$ cat src/rtl/tdm_tx_pkg.sv
package tdm_tx_pkg;

   typedef enum logic [1:0] {
      PEND_NONE = 2'd0,
      PEND_DATA = 2'd1,
      PEND_SKIP = 2'd2
   } pend_e;

   function automatic int wl_decode(input logic [1:0] sel);
      case (sel)
         2'd0:    return 8;
         2'd1:    return 10;
         2'd2:    return 12;
         default: return 16;
      endcase
   endfunction

endpackage

$ cat src/rtl/tdm_slot_timer.sv
module tdm_slot_timer #(
   parameter int SLOT_W = 5,
   parameter int BIT_W  = 4
) (
   input  logic              clk,
   input  logic              rst_n,
   input  logic              port_en,
   input  logic [BIT_W-1:0]  last_bit,
   input  logic [SLOT_W-1:0] last_slot,
   output logic              slot_end,
   output logic              fsync
);

   logic [BIT_W-1:0]  bit_cnt;
   logic [SLOT_W-1:0] slot_cnt;

   assign slot_end = port_en && (bit_cnt == last_bit);
   assign fsync    = port_en && (bit_cnt == '0) && (slot_cnt == '0);

   always_ff @(posedge clk or negedge rst_n) begin
      if (!rst_n) begin
         bit_cnt  <= '0;
         slot_cnt <= '0;
      end else if (!port_en) begin
         bit_cnt  <= '0;
         slot_cnt <= '0;
      end else if (slot_end) begin
         bit_cnt  <= '0;
         slot_cnt <= (slot_cnt == last_slot) ? '0 : slot_cnt + 1'b1;
      end else begin
         bit_cnt  <= bit_cnt + 1'b1;
      end
   end

   // the end of the last slot is followed by frame sync
   assert_wrap_fsync_R2: assert property (@(posedge clk) disable iff (!rst_n)
      (slot_end && slot_cnt == last_slot) |=> (fsync || !port_en));

   // frame sync lasts a single bit
   assert_fsync_single_R2: assert property (@(posedge clk) disable iff (!rst_n)
      fsync |=> !fsync);

endmodule

$ cat src/rtl/tdm_tx_holding.sv
module tdm_tx_holding
   import tdm_tx_pkg::*;
#(
   parameter int MAX_WL = 16
) (
   input  logic              clk,
   input  logic              rst_n,
   input  logic              take,
   input  logic              wr_data,
   input  logic [MAX_WL-1:0] wdata,
   input  logic              wr_skip,
   input  logic              clr_uf,
   output pend_e             pend,
   output logic [MAX_WL-1:0] hold_word,
   output logic              empty,
   output logic              underrun
);

   pend_e pend_nx;
   logic  uf_nx;
   logic  starve;

   assign starve = take && (pend == PEND_NONE);
   assign empty  = (pend == PEND_NONE);

   always_comb begin
      pend_nx = pend;
      uf_nx   = underrun;
      if (take) pend_nx = PEND_NONE;
      if (clr_uf) uf_nx = 1'b0;
      if (starve) uf_nx = 1'b1;
      if (wr_data)      pend_nx = PEND_DATA;
      else if (wr_skip) pend_nx = PEND_SKIP;
   end

   always_ff @(posedge clk or negedge rst_n) begin
      if (!rst_n) begin
         pend      <= PEND_NONE;
         hold_word <= '0;
         underrun  <= 1'b0;
      end else begin
         pend     <= pend_nx;
         underrun <= uf_nx;
         if (wr_data) hold_word <= wdata;
      end
   end

   assert_data_fills_R4: assert property (@(posedge clk) disable iff (!rst_n)
      wr_data |=> !empty);

   assert_skip_fills_R5: assert property (@(posedge clk) disable iff (!rst_n)
      wr_skip |=> !empty);

   assert_take_drains_R6: assert property (@(posedge clk) disable iff (!rst_n)
      (take && !wr_data && !wr_skip) |=> empty);

   assert_uf_sticky_R8: assert property (@(posedge clk) disable iff (!rst_n)
      (underrun && !clr_uf) |=> underrun);

   assert_uf_only_on_starve_R8: assert property (@(posedge clk) disable iff (!rst_n)
      $rose(underrun) |-> $past(take));

endmodule

$ cat src/rtl/tdm_tx_shifter.sv
module tdm_tx_shifter #(
   parameter int MAX_WL = 16
) (
   input  logic              clk,
   input  logic              rst_n,
   input  logic              port_en,
   input  logic              slot_end,
   input  logic              load,
   input  logic [MAX_WL-1:0] word,
   output logic              sd_out,
   output logic              sd_oe
);

   logic              active;
   logic [MAX_WL-1:0] sr;

   assign sd_oe  = active;
   assign sd_out = active & sr[MAX_WL-1];

   always_ff @(posedge clk or negedge rst_n) begin
      if (!rst_n) begin
         active <= 1'b0;
         sr     <= '0;
      end else if (!port_en) begin
         active <= 1'b0;
      end else if (slot_end) begin
         active <= load;
         if (load) sr <= word;
      end else begin
         sr <= {sr[MAX_WL-2:0], 1'b0};
      end
   end

   // drive state changes only at a slot boundary
   assert_oe_hold_in_slot_R9: assert property (@(posedge clk) disable iff (!rst_n)
      (port_en && !slot_end) |=> (!port_en || $stable(sd_oe)));

   // driving starts only after a boundary
   assert_start_on_boundary_R3: assert property (@(posedge clk) disable iff (!rst_n)
      $rose(sd_oe) |-> $past(slot_end));

   // no drive while the port is off
   assert_off_silent_R11: assert property (@(posedge clk) disable iff (!rst_n)
      !port_en |=> (!sd_oe || port_en));

endmodule

$ cat src/rtl/tdm_net_tx.sv
module tdm_net_tx
   import tdm_tx_pkg::*;
#(
   parameter int SLOT_W = 5,
   parameter int MAX_WL = 16
) (
   input  logic              clk,
   input  logic              rst_n,
   input  logic              port_en,
   input  logic              tx_en,
   input  logic              tie,
   input  logic [1:0]        wl_sel,
   input  logic [SLOT_W-1:0] slots_m1,
   input  logic              wr_data,
   input  logic [MAX_WL-1:0] wdata,
   input  logic              wr_skip,
   input  logic              clr_uf,
   output logic              sd_out,
   output logic              sd_oe,
   output logic              fsync,
   output logic              tx_empty,
   output logic              tx_irq,
   output logic              underrun
);

   localparam int BIT_W = $clog2(MAX_WL);

   generate
      if (MAX_WL != 16) begin : g_bad_wl
         $error("tdm_net_tx: MAX_WL must be 16 to hold the widest word code");
      end
      if (SLOT_W != 5) begin : g_bad_slot
         $error("tdm_net_tx: SLOT_W must be 5 for 2 to 32 slots");
      end
   endgenerate

   logic [BIT_W:0]    wl_len;
   logic [BIT_W-1:0]  last_bit;
   logic              slot_end;
   logic              take;
   logic              load;
   pend_e             pend;
   logic [MAX_WL-1:0] hold_word;
   logic [MAX_WL-1:0] aligned;

   assign wl_len   = (BIT_W+1)'(wl_decode(wl_sel));
   assign last_bit = BIT_W'(wl_len - 1'b1);
   assign take     = slot_end && tx_en;
   assign load     = take && (pend == PEND_DATA);
   assign aligned  = hold_word << (MAX_WL - int'(wl_len));
   assign tx_irq   = tx_empty && tie;

   tdm_slot_timer #(.SLOT_W(SLOT_W), .BIT_W(BIT_W)) timer_i (
      .clk       (clk),
      .rst_n     (rst_n),
      .port_en   (port_en),
      .last_bit  (last_bit),
      .last_slot (slots_m1),
      .slot_end  (slot_end),
      .fsync     (fsync)
   );

   tdm_tx_holding #(.MAX_WL(MAX_WL)) hold_i (
      .clk       (clk),
      .rst_n     (rst_n),
      .take      (take),
      .wr_data   (wr_data),
      .wdata     (wdata),
      .wr_skip   (wr_skip),
      .clr_uf    (clr_uf),
      .pend      (pend),
      .hold_word (hold_word),
      .empty     (tx_empty),
      .underrun  (underrun)
   );

   tdm_tx_shifter #(.MAX_WL(MAX_WL)) shift_i (
      .clk      (clk),
      .rst_n    (rst_n),
      .port_en  (port_en),
      .slot_end (slot_end),
      .load     (load),
      .word     (aligned),
      .sd_out   (sd_out),
      .sd_oe    (sd_oe)
   );

   // a request is only raised with interrupts enabled
   assert_irq_gated_R7: assert property (@(posedge clk) disable iff (!rst_n)
      (tx_irq && $stable(tie)) |-> tie);

endmodule

$ cat config.mk
export PLATFORM = sky130hd
export DESIGN_NAME = tdm_net_tx
export DESIGN_NICKNAME = d
export VERILOG_FILES = /design/src/rtl/tdm_tx_pkg.sv /design/src/rtl/tdm_slot_timer.sv /design/src/rtl/tdm_tx_holding.sv /design/src/rtl/tdm_tx_shifter.sv /design/src/rtl/tdm_net_tx.sv
export SDC_FILE = /design/constraint.sdc
export NUM_CORES = 1
export LEC_CHECK = 0
export CORE_ASPECT_RATIO = 1.5
export CORE_MARGIN = 2
export CORE_UTILIZATION = 55
export CTS_CLUSTER_DIAMETER = 120
export DETAILED_ROUTE_END_ITERATION = 10
export PLACE_DENSITY_LB_ADDON = 0.15
export SYNTH_ARGS = -nofsm -noshare
export SYNTH_HDL_FRONTEND = slang
export SYNTH_SLANG_ARGS = --single-unit
export TNS_END_PERCENT = 100
$ cat constraint.sdc
create_clock -name clk -period 4.45 [get_ports clk]
set_input_delay 1.335 -clock clk [delete_from_list [all_inputs] [get_ports clk]]
set_output_delay 1.335 -clock clk [all_outputs]
set_load 0.02 [all_outputs]
==> results.json, run 1 <==
{
  "status": "finished clean",
  "synth_nets": 283,
  "relSlewSlack_pct": 36.3,
  "yosysMostFrequentCell": "dfrtp_1",
  "synth_largest_area_cell": "dfrtp_1",
  "dp.cells": 321,
  "power.switching_uw": 258,
  "critPathRequiredTime_ns": 3.12,
  "instances_no_fill": 329,
  "hold_buffers": 0,
  "design.core.area_um2": 4500,
  "yosys-top-cells-area": "dfrtp_1 44%, mux2_2 8.8%, mux2i_1 5.5%, nor2_1 5.0%, ha_1 3.9%",
  "clockBufferDepth": 2,
  "wl_per_cell_um": 15.7,
  "hold_violations": 0,
  "combPwrFrac_pct": 20.2,
  "die_area_um2": 5200,
  "grt-ovfl-total": 0,
  "post_cts_buffers": 0,
  "slowest_delay_ns": 0.60,
  "grt_pass1_wl_mm": 8.59,
  "avgViaCountPerCell": 5.88,
  "hold_ws_ns": 0.500,
  "grt_usage_pct": 22.0,
  "synth_edf_count": 0,
  "rsz0062_at_grt": "false",
  "power_density_nw_per_um2": 315,
  "slowest_stage": "clkdlybuf4s50_1",
  "ys_top_cells_by_count": "45 x dfrtp_1, 34 x nor2_1, 20 x mux2_2, 15 x a21oi_1, 15 x nand2_1",
  "synth_top_area_share_pct": 44.2,
  "fin_crit_ns": 4.21,
  "h-tree-depth": 2,
  "fmax_mhz": 237,
  "final_cell_area_um2": 3010,
  "clockRootBuffer": "clkbuf_8",
  "path_cells": "clkdlybuf4s50_1 > nor4bb_1 > and4b_1 > clkdlybuf4s50_1",
  "yosys_warnings": 0,
  "layout_setup_ws_ns": 0.237,
  "die_x_um": 59.5,
  "syn_area_per_cell_um2": 10.4,
  "ir_drop_uv": 212,
  "drive_gt1_share_pct": 14.6,
  "yosysSeqAreaShare_pct": 44.2,
  "setup_viol": 0,
  "areaGrowthSynthToFinish_pct": 18.2,
  "cts_sinks": 45,
  "initial_core_util_pct": 56.5,
  "gp_congestion": 0.860,
  "grt_pass1_vias": 1962,
  "post_cts_resized": 0,
  "cp-start-kind": "primary input",
  "switching_share_pct": 27.2,
  "vias": 1935,
  "utilization_pct": 66.8,
  "syn_area_um2": 2540,
  "ys_ff_latch": 45,
  "clkLatencyLatePin_ns": 0.30,
  "place_worst_setup_slack_ns": 0.248,
  "p_leak_nw": 1.28,
  "rows": 30,
  "first_pass_iters": 5,
  "worstPathArrival_ns": 2.88,
  "hp-class": "reg -> reg",
  "cpMostUsedCell": "clkdlybuf4s50_1",
  "skew_ns": 0.00517,
  "cts.clk_slew.worst_paths_ns": 0.08,
  "num_io_pins": 37,
  "async_flop_share_pct": 100,
  "p_total_uw": 948,
  "drtAntennaViolNets": 0,
  "drt_wl_total_mm": 5.16,
  "synth_flop_cell": "dfrtp_1",
  "seqPwrFrac_pct": 50.8,
  "cts_tree": "done",
  "fin_nets": 319,
  "synth.distinct_cells": 44,
  "drv_cap": 0,
  "grt_max_degree": 46,
  "power.share.clock_pct": 29.0,
  "dpl.hpwl_mm": 3.91,
  "fin_tns_setup_ns": 0,
  "fin_crit_sh_pct": 94.7,
  "cp_max_fo": 2,
  "drc": 0,
  "tightest_slew_ns": 0.956,
  "path_class": "in -> out",
  "antenna_found_initial": 0,
  "drv_slew": 0,
  "cts_buffers": 5,
  "placed_cell_area_um2": 2910,
  "p_int_uw": 690,
  "io_buffers": 36,
  "syn_inst": 244,
  "cp-end-kind": "primary output",
  "n_antenna_cell": 0,
  "first_iter_violations": 123,
  "die_y_um": 87.3
}
[final timing paths]
check | cells after the start | from | slack [ns] | to
worst max register to register | 5 | timer_i.bit_cnt[3]$_DFF_PN0_ | 2.55 | shift_i.sr[0]$_DFFE_PN0P_
worst min register to register | 2 | shift_i.sr[0]$_DFFE_PN0P_ | 0.50 | shift_i.sr[0]$_DFFE_PN0P_
worst max-delay path | 4 | port_en | 0.24 | fsync
min in group asynchronous | 1 | rst_n | 1.18 | hold_i.hold_word[0]$_DFFE_PN0P_
worst min-delay path | 2 | shift_i.sr[0]$_DFFE_PN0P_ | 0.50 | shift_i.sr[0]$_DFFE_PN0P_
max in group asynchronous | 1 | rst_n | 2.68 | shift_i.sr[13]$_DFFE_PN0P_
[cell usage in the layout, fill, tap and decap left out, types with 2 or more instances in the layout]
master,Yosys,final
inv_1,10,10
ha_1,8,8
nand2b_1,2,2
o21ai_0,8,8
dfrtp_1,45,45
a221oi_1,7,7
nor3_1,4,4
nand2_1,15,15
buf_4,2,4
nor3b_1,3,3
o21a_1,2,2
clkbuf_8,0,7
a31o_2,2,2
nand3_1,4,4
a2bb2oi_1,2,2
mux4_2,2,2
mux2i_1,14,14
xor2_1,9,9
xnor2_1,3,3
a21oi_1,15,15
a32oi_1,4,4
clkdlybuf4s50_1,0,35
and2_1,3,3
nor2_1,34,34
mux2_2,20,20
o2bb2ai_1,2,2
[power by group through the flow]
stage	Sequential (mW)	Combinational, mW	Clock, mW
floorplan	0.480	0.130	0
global placement	0.489	0.189	0
detailed placement	0.490	0.192	0
CTS	0.482	0.193	0.277
global route	0.488	0.214	0.293
finish	0.482	0.191	0.275
[layout make-up]
cell class	instances	area [um2]
clock inverter	1	5.00
sequential	45	1130
clock buffer	7	96.3
multi-input combinational	177	1290
inverter	11	41.3
fill	371	1500
timing repair buffer	40	385
tap	48	60.1
[registers in the layout (all words and copies together) (netlist names)]
signal	flops
hold_i.hold_word	16
hold_i.underrun	1
hold_i.pend	2
timer_i.bit_cnt	4
shift_i.sd_oe	1
timer_i.slot_cnt	5
shift_i.sr	16
[cells by family (layout without fill, tap and decap cells)]
logic type                 count (synthesis)  in the layout  synth area share, %
buffers and inverters                     22             59                 4.92
muxes                                     36             36                 16.1
and+or+nand+nor                           74             74                 14.1
xor gates and xnor gates                  12             12                 4.13
adders and majority gates                  8              8                 3.93
AOI/OAI and AO/OA                         47             47                 12.5
DFF                                       45             45                 44.2
[worst max-delay path: cells and delay by family]
kind	cells	cell delay [ns]
buffers and inverters	2	1.08
and+or+nand+nor	2	0.47
[per-layer routing]
| layer | track usage, % | share of wire [%] | vias up |
|---|---|---|---|
| met4 | 9.09 | 2.4 | 0 |
| met5 | 0 | 0 | - |
| met3 | 3.27 | 2.2 | 10 |
| met2 | 40.7 | 55 | 31 |
| met1 | 24.2 | 40 | 961 |
| li1 | - | - | 933 |
Note: power is estimated with default switching activity, not from simulation.
==> run 2, diff against run 1 <==
ABC_AREA = 1   (was default)
clock period = 3.9 ns   (was 4.45 ns; I/O delays follow)
==> results.json, run 2 <==
{
  "n_fill_cell": 458,
  "synth_edf_count": 0,
  "setup_viol": 0,
  "worstReg2RegEnd": "shift_i.sr[3]$_DFFE_PN0P_",
  "startpoint": "port_en",
  "endpoint": "fsync",
  "h-tree-depth": 2,
  "multi_input_area_um2": 1490,
  "gr-usage-met3_pct": 4.29,
  "placed_cell_area_um2": 3200,
  "fmax_mhz": 271,
  "met1_usage_pct": 26.6,
  "ir_drop_uv": 225,
  "synth_top_family_by_area": "simple AND/OR/NAND/NOR gates",
  "rows": 31,
  "clkLatencyLatePin_ns": 0.31,
  "gp_congestion": 0.871,
  "cpMostUsedCell": "clkdlybuf4s50_1",
  "cts_tree": "done",
  "cts.clk_slew.worst_paths_ns": 0.09,
  "yosysMostFrequentCell": "nand2_1",
  "ys_ff_latch": 45,
  "yosysSeqAreaShare_pct": 40.0,
  "path_class": "in -> out",
  "slowest_stage": "clkdlybuf4s50_1",
  "antenna_found_initial": 0,
  "status": "finished clean",
  "r2r-start": "timer_i.bit_cnt[3]$_DFF_PN0_",
  "synth_top_area_share_pct": 40.0,
  "layout_setup_ws_ns": 0.216,
  "cp_max_fo": 2,
  "dpl.hpwl_mm": 4.89,
  "instances_no_fill": 501,
  "synth_simple_gate_area_share_pct": 41.2,
  "final_cell_area_um2": 3320,
  "wl_per_cell_um": 12.7,
  "hold_buffers": 0,
  "synth_largest_area_cell": "dfrtp_1",
  "hold_violations": 0,
  "grt_usage_pct": 24.8,
  "grt_pass1_wl_mm": 11.3,
  "avgViaCountPerCell": 5.18,
  "yosys-top-cells-area": "dfrtp_1 40%, nand2_1 25%, nand3_1 8.9%, ha_1 3.6%, o21ai_0 3.4%",
  "power_density_nw_per_um2": 327,
  "place_worst_setup_slack_ns": 0.206,
  "reg2regPathDepth": 9,
  "worstPathArrival_ns": 2.51,
  "grt_max_degree": 46,
  "die_area_um2": 5720,
  "drive_gt1_share_pct": 7.13,
  "post_cts_resized": 0,
  "dp.cells": 493,
  "initial_core_util_pct": 57.7,
  "fin_crit_sh_pct": 94.5,
  "async_flop_share_pct": 100,
  "synth.distinct_cells": 29,
  "synth_compound_area_share_pct": 4.57,
  "cp-end-kind": "primary output",
  "syn_area_per_cell_um2": 7.03,
  "fin_crit_ns": 3.68,
  "drt_wl_total_mm": 6.34,
  "first_pass_iters": 4,
  "path_cells": "clkdlybuf4s50_1 > nand3_1 > nor3_1 > clkdlybuf4s50_1",
  "utilization_pct": 67.9,
  "cts_sinks": 45,
  "rsz0062_at_grt": "false",
  "critPathRequiredTime_ns": 2.73,
  "n_antenna_cell": 0,
  "relSlewSlack_pct": 34.6,
  "vias": 2596,
  "first_iter_violations": 141,
  "ff_latch_area_um2": 1130,
  "synth_nets": 440,
  "use_met2_pct": 46.9,
  "fin_tns_setup_ns": 0,
  "worst-r2r-setup-slack_ns": 2.19,
  "slowest_delay_ns": 0.63,
  "reg.largest.list": "hold_i.hold_word (16), shift_i.sr (16), timer_i.slot_cnt (5)",
  "drc": 0,
  "synthMuxAreaShare_pct": 0,
  "die_x_um": 62.4,
  "num_io_pins": 37,
  "drv_cap": 0,
  "synth_xor_area_share_pct": 3.42,
  "areaGrowthSynthToFinish_pct": 17.8,
  "io_buffers": 36,
  "grt-ovfl-total": 0,
  "ys_top_cells_by_count": "185 x nand2_1, 50 x nand3_1, 45 x dfrtp_1, 20 x inv_1, 19 x o21ai_0",
  "drv_slew": 0,
  "design.core.area_um2": 4890,
  "synthAdderAreaFrac_pct": 3.55,
  "grt_pass1_vias": 2562,
  "clockBufferDepth": 2,
  "layout_commonest_cell": "nand2_1",
  "p_leak_nw": 1.72,
  "post_cts_buffers": 0,
  "drtAntennaViolNets": 0,
  "busiest_layer": "met2",
  "final_cell_mix": "185 x nand2_1, 50 x nand3_1, 45 x dfrtp_1",
  "hold_ws_ns": 0.485,
  "cp-start-kind": "primary input",
  "skew_ns": 0.0129,
  "die_y_um": 91.7,
  "yosys_warnings": 0,
  "syn_area_um2": 2820,
  "fin_nets": 473,
  "synth_flop_cell": "dfrtp_1",
  "cts_buffers": 5,
  "tightest_slew_ns": 0.981,
  "p_total_mw": 1.08,
  "clockRootBuffer": "clkbuf_8",
  "hp-class": "reg -> reg",
  "syn_inst": 401
}
run 2: cell types whose count changed after synthesis, sizes merged, moves of 3 or more:
| cell | delta |
|---|---|
| nand3 | +48 |
| mux2i | -14 |
| and2 | -3 |
| a21oi | -12 |
| o21ai | +13 |
| a221oi | -7 |
| nor2 | -13 |
| nand4 | +4 |
| buf | +5 |
| nand2 | +172 |
| a32oi | -4 |
| inv | +13 |
| mux2 | -20 |
run 2: final cells by class:
cell class / instances / area share [%]
tap: 66 / 2.49
multi-input combinational: 314 / 44.8
sequential: 45 / 33.9
clock buffer: 5 / 2.07
inverter: 24 / 2.79
timing repair buffer: 44 / 12.5
clock inverter: 3 / 1.40
run 2: cell families after synthesis:
group / count (synthesis)
and+or+nand+nor: 270
DFF: 45
buffers and inverters: 42
AOI/OAI and AO/OA: 25
xor gates and xnor gates: 11
adders and majority gates: 8
run 2: worst min path at each step:
stage                                           startpoint                               end  slack, ns  cells past startpoint
after floorplan           hold_i.hold_word[14]$_DFFE_PN0P_  hold_i.hold_word[14]$_DFFE_PN0P_       0.44                      2
after global placement    hold_i.hold_word[15]$_DFFE_PN0P_  hold_i.hold_word[15]$_DFFE_PN0P_       0.47                      2
after detailed placement  hold_i.hold_word[15]$_DFFE_PN0P_  hold_i.hold_word[15]$_DFFE_PN0P_       0.47                      2
after CTS                 hold_i.hold_word[15]$_DFFE_PN0P_  hold_i.hold_word[15]$_DFFE_PN0P_       0.49                      2
after global routing      hold_i.hold_word[15]$_DFFE_PN0P_  hold_i.hold_word[15]$_DFFE_PN0P_       0.52                      2
final                     hold_i.hold_word[15]$_DFFE_PN0P_  hold_i.hold_word[15]$_DFFE_PN0P_       0.48                      2
run 2: per-layer routing:
metal,vias up,routed length (um)
li1,1326,-
met4,0,191
met3,19,223
met1,1190,2400
met2,61,3530
met5,-,0
run 2: worst max-delay path: cells and delay by family:
kind | cells | cell delay [ns]
buffers and inverters | 2 | 1.12
and+or+nand+nor | 2 | 0.22
run 2: report_power, final:
group	internal (mW)	leakage [nW]	total [mW]	switching, mW
Sequential	0.490	0.592	0.510	0.0201
Clock	0.192	0.0543	0.359	0.167
Combinational	0.0874	1.07	0.215	0.127
==> run 3, diff against run 2 <==
GPL_ROUTABILITY_DRIVEN = 0   (was default)
==> results.json, run 3 (synthesized netlist as in run 2, its figures left out) <==
{
  "fin_tns_setup_ns": 0,
  "cts_buffers": 5,
  "worst-r2r-setup-slack_ns": 2.20,
  "drt_wl_total_mm": 6.29,
  "seqPwrFrac_pct": 47.2,
  "fin_crit_ns": 3.69,
  "combPwrFrac_pct": 20.0,
  "hold_buffers": 0,
  "fin_crit_sh_pct": 94.5,
  "rows": 31,
  "status": "finished clean",
  "die_x_um": 62.4,
  "place_worst_setup_slack_ns": 0.205,
  "die_area_um2": 5720,
  "worstReg2RegEnd": "timer_i.slot_cnt[3]$_DFFE_PN0P_",
  "worstPathArrival_ns": 2.52,
  "rsz0062_at_grt": "false",
  "tightest_slew_ns": 0.992,
  "endpoint": "fsync",
  "fin_nets": 474,
  "layout_commonest_cell": "nand2_1",
  "io_buffers": 36,
  "skew_ns": 0.00628,
  "layout_setup_ws_ns": 0.213,
  "avgViaCountPerCell": 5.25,
  "grt-ovfl-total": 0,
  "hold_ws_ns": 0.493,
  "antenna_found_initial": 0,
  "wl_per_cell_um": 12.5,
  "hold_violations": 0,
  "initial_core_util_pct": 57.7,
  "slowest_delay_ns": 0.63,
  "vias": 2636,
  "critPathRequiredTime_ns": 2.73,
  "n_antenna_cell": 0,
  "grt_pass1_vias": 2547,
  "reg2regPathDepth": 8,
  "cts_sinks": 45,
  "final_cell_mix": "185 x nand2_1, 50 x nand3_1, 45 x dfrtp_1",
  "h-tree-depth": 2,
  "post_cts_buffers": 0,
  "p_leak_nw": 1.72,
  "reg.largest.list": "hold_i.hold_word (16), shift_i.sr (16), timer_i.slot_cnt (5)",
  "path_class": "in -> out",
  "grt_pass1_wl_mm": 11.3,
  "dpl.hpwl_mm": 4.78,
  "first_pass_iters": 5,
  "num_io_pins": 37,
  "relSlewSlack_pct": 33.9,
  "drtAntennaViolNets": 0,
  "die_y_um": 91.7,
  "cp-start-kind": "primary input",
  "ir_drop_uv": 217,
  "power.share.clock_pct": 32.9,
  "design.core.area_um2": 4890,
  "fmax_mhz": 271,
  "path_cells": "clkdlybuf4s50_1 > nand3_1 > nor3_1 > clkdlybuf4s50_1",
  "p_int_uw": 770,
  "grt_max_degree": 46,
  "startpoint": "port_en",
  "utilization_pct": 68.0,
  "clockBufferDepth": 2,
  "switching_share_pct": 28.8,
  "n_fill_cell": 460,
  "slowest_stage": "clkdlybuf4s50_1",
  "clockRootBuffer": "clkbuf_8",
  "drc": 0,
  "r2r-start": "timer_i.bit_cnt[1]$_DFF_PN0_",
  "cts.clk_slew.worst_paths_ns": 0.08,
  "drv_cap": 0,
  "drv_slew": 0,
  "cpMostUsedCell": "clkdlybuf4s50_1",
  "grt_usage_pct": 24.6,
  "drive_gt1_share_pct": 7.34,
  "cp_max_fo": 2,
  "clkLatencyLatePin_ns": 0.30,
  "areaGrowthSynthToFinish_pct": 18.0,
  "p_total_mw": 1.08,
  "power.switching_uw": 312,
  "post_cts_resized": 0,
  "hp-class": "reg -> reg",
  "cts_tree": "done",
  "power_density_nw_per_um2": 325,
  "setup_viol": 0,
  "cp-end-kind": "primary output",
  "first_iter_violations": 170
}
==> run 3: cell count changes in the layout (fill, tap and decap cells not counted), sizes merged <==
| cell | before | now |
|---|---|---|
| buf | 9 | 10 |
==> run 3: stage by stage <==
step | area, um2 | std cells
floorplan | 2820 | 401
global placement | 3210 | 494
detailed placement | 3210 | 494
CTS | 3330 | 502
global route | 3330 | 502
finish | 3330 | 502
==> run 3: power by group through the flow <==
| stage | Sequential, mW | Clock (mW) | Combinational, mW |
|---|---|---|---|
| 6_report | 0.510 | 0.356 | 0.216 |
| 5_1_grt | 0.515 | 0.385 | 0.247 |
| 4_1_cts | 0.510 | 0.366 | 0.216 |
| 3_5_place_dp | 0.520 | 0 | 0.215 |
| 3_3_place_gp | 0.519 | 0 | 0.211 |
| 2_1_floorplan | 0.514 | 0 | 0.138 |
==> run 3: worst min path at each step <==
stage / endpoint / depth (start not counted) / from
3_3_place_gp: hold_i.hold_word[15]$_DFFE_PN0P_ / 2 / hold_i.hold_word[15]$_DFFE_PN0P_
4_1_cts: hold_i.hold_word[15]$_DFFE_PN0P_ / 2 / hold_i.hold_word[15]$_DFFE_PN0P_
3_5_place_dp: hold_i.hold_word[15]$_DFFE_PN0P_ / 2 / hold_i.hold_word[15]$_DFFE_PN0P_
2_1_floorplan: hold_i.hold_word[14]$_DFFE_PN0P_ / 2 / hold_i.hold_word[14]$_DFFE_PN0P_
6_report: hold_i.hold_word[15]$_DFFE_PN0P_ / 2 / hold_i.hold_word[15]$_DFFE_PN0P_
5_1_grt: hold_i.hold_word[14]$_DFFE_PN0P_ / 2 / hold_i.hold_word[14]$_DFFE_PN0P_
==> run 3: worst max-delay path: cells and delay by family <==
kind / cells / cell delay, ns
buffers and inverters: 2 / 1.12
AND/OR/NAND/NOR: 2 / 0.22
==> run 3: area by class of cell <==
type                            instances  area, um2  area share [%]
Timing Repair Buffer                   45        423            12.7
Inverter                               24       92.6            2.78
Sequential cell                        45       1130            33.9
Multi-Input combinational cell        314       1490            44.7
Clock inverter                          3       46.3            1.39
Tap cell                               66       82.6            2.48
Clock buffer                            5       68.8            2.07
==> run 3: metal layers <==
metal	vias up	wire length (um)	track usage, %
met5	-	0	0
met4	0	296	14.1
met1	1199	2310	26.2
met3	23	259	4.42
li1	1334	-	-
met2	80	3420	45.0
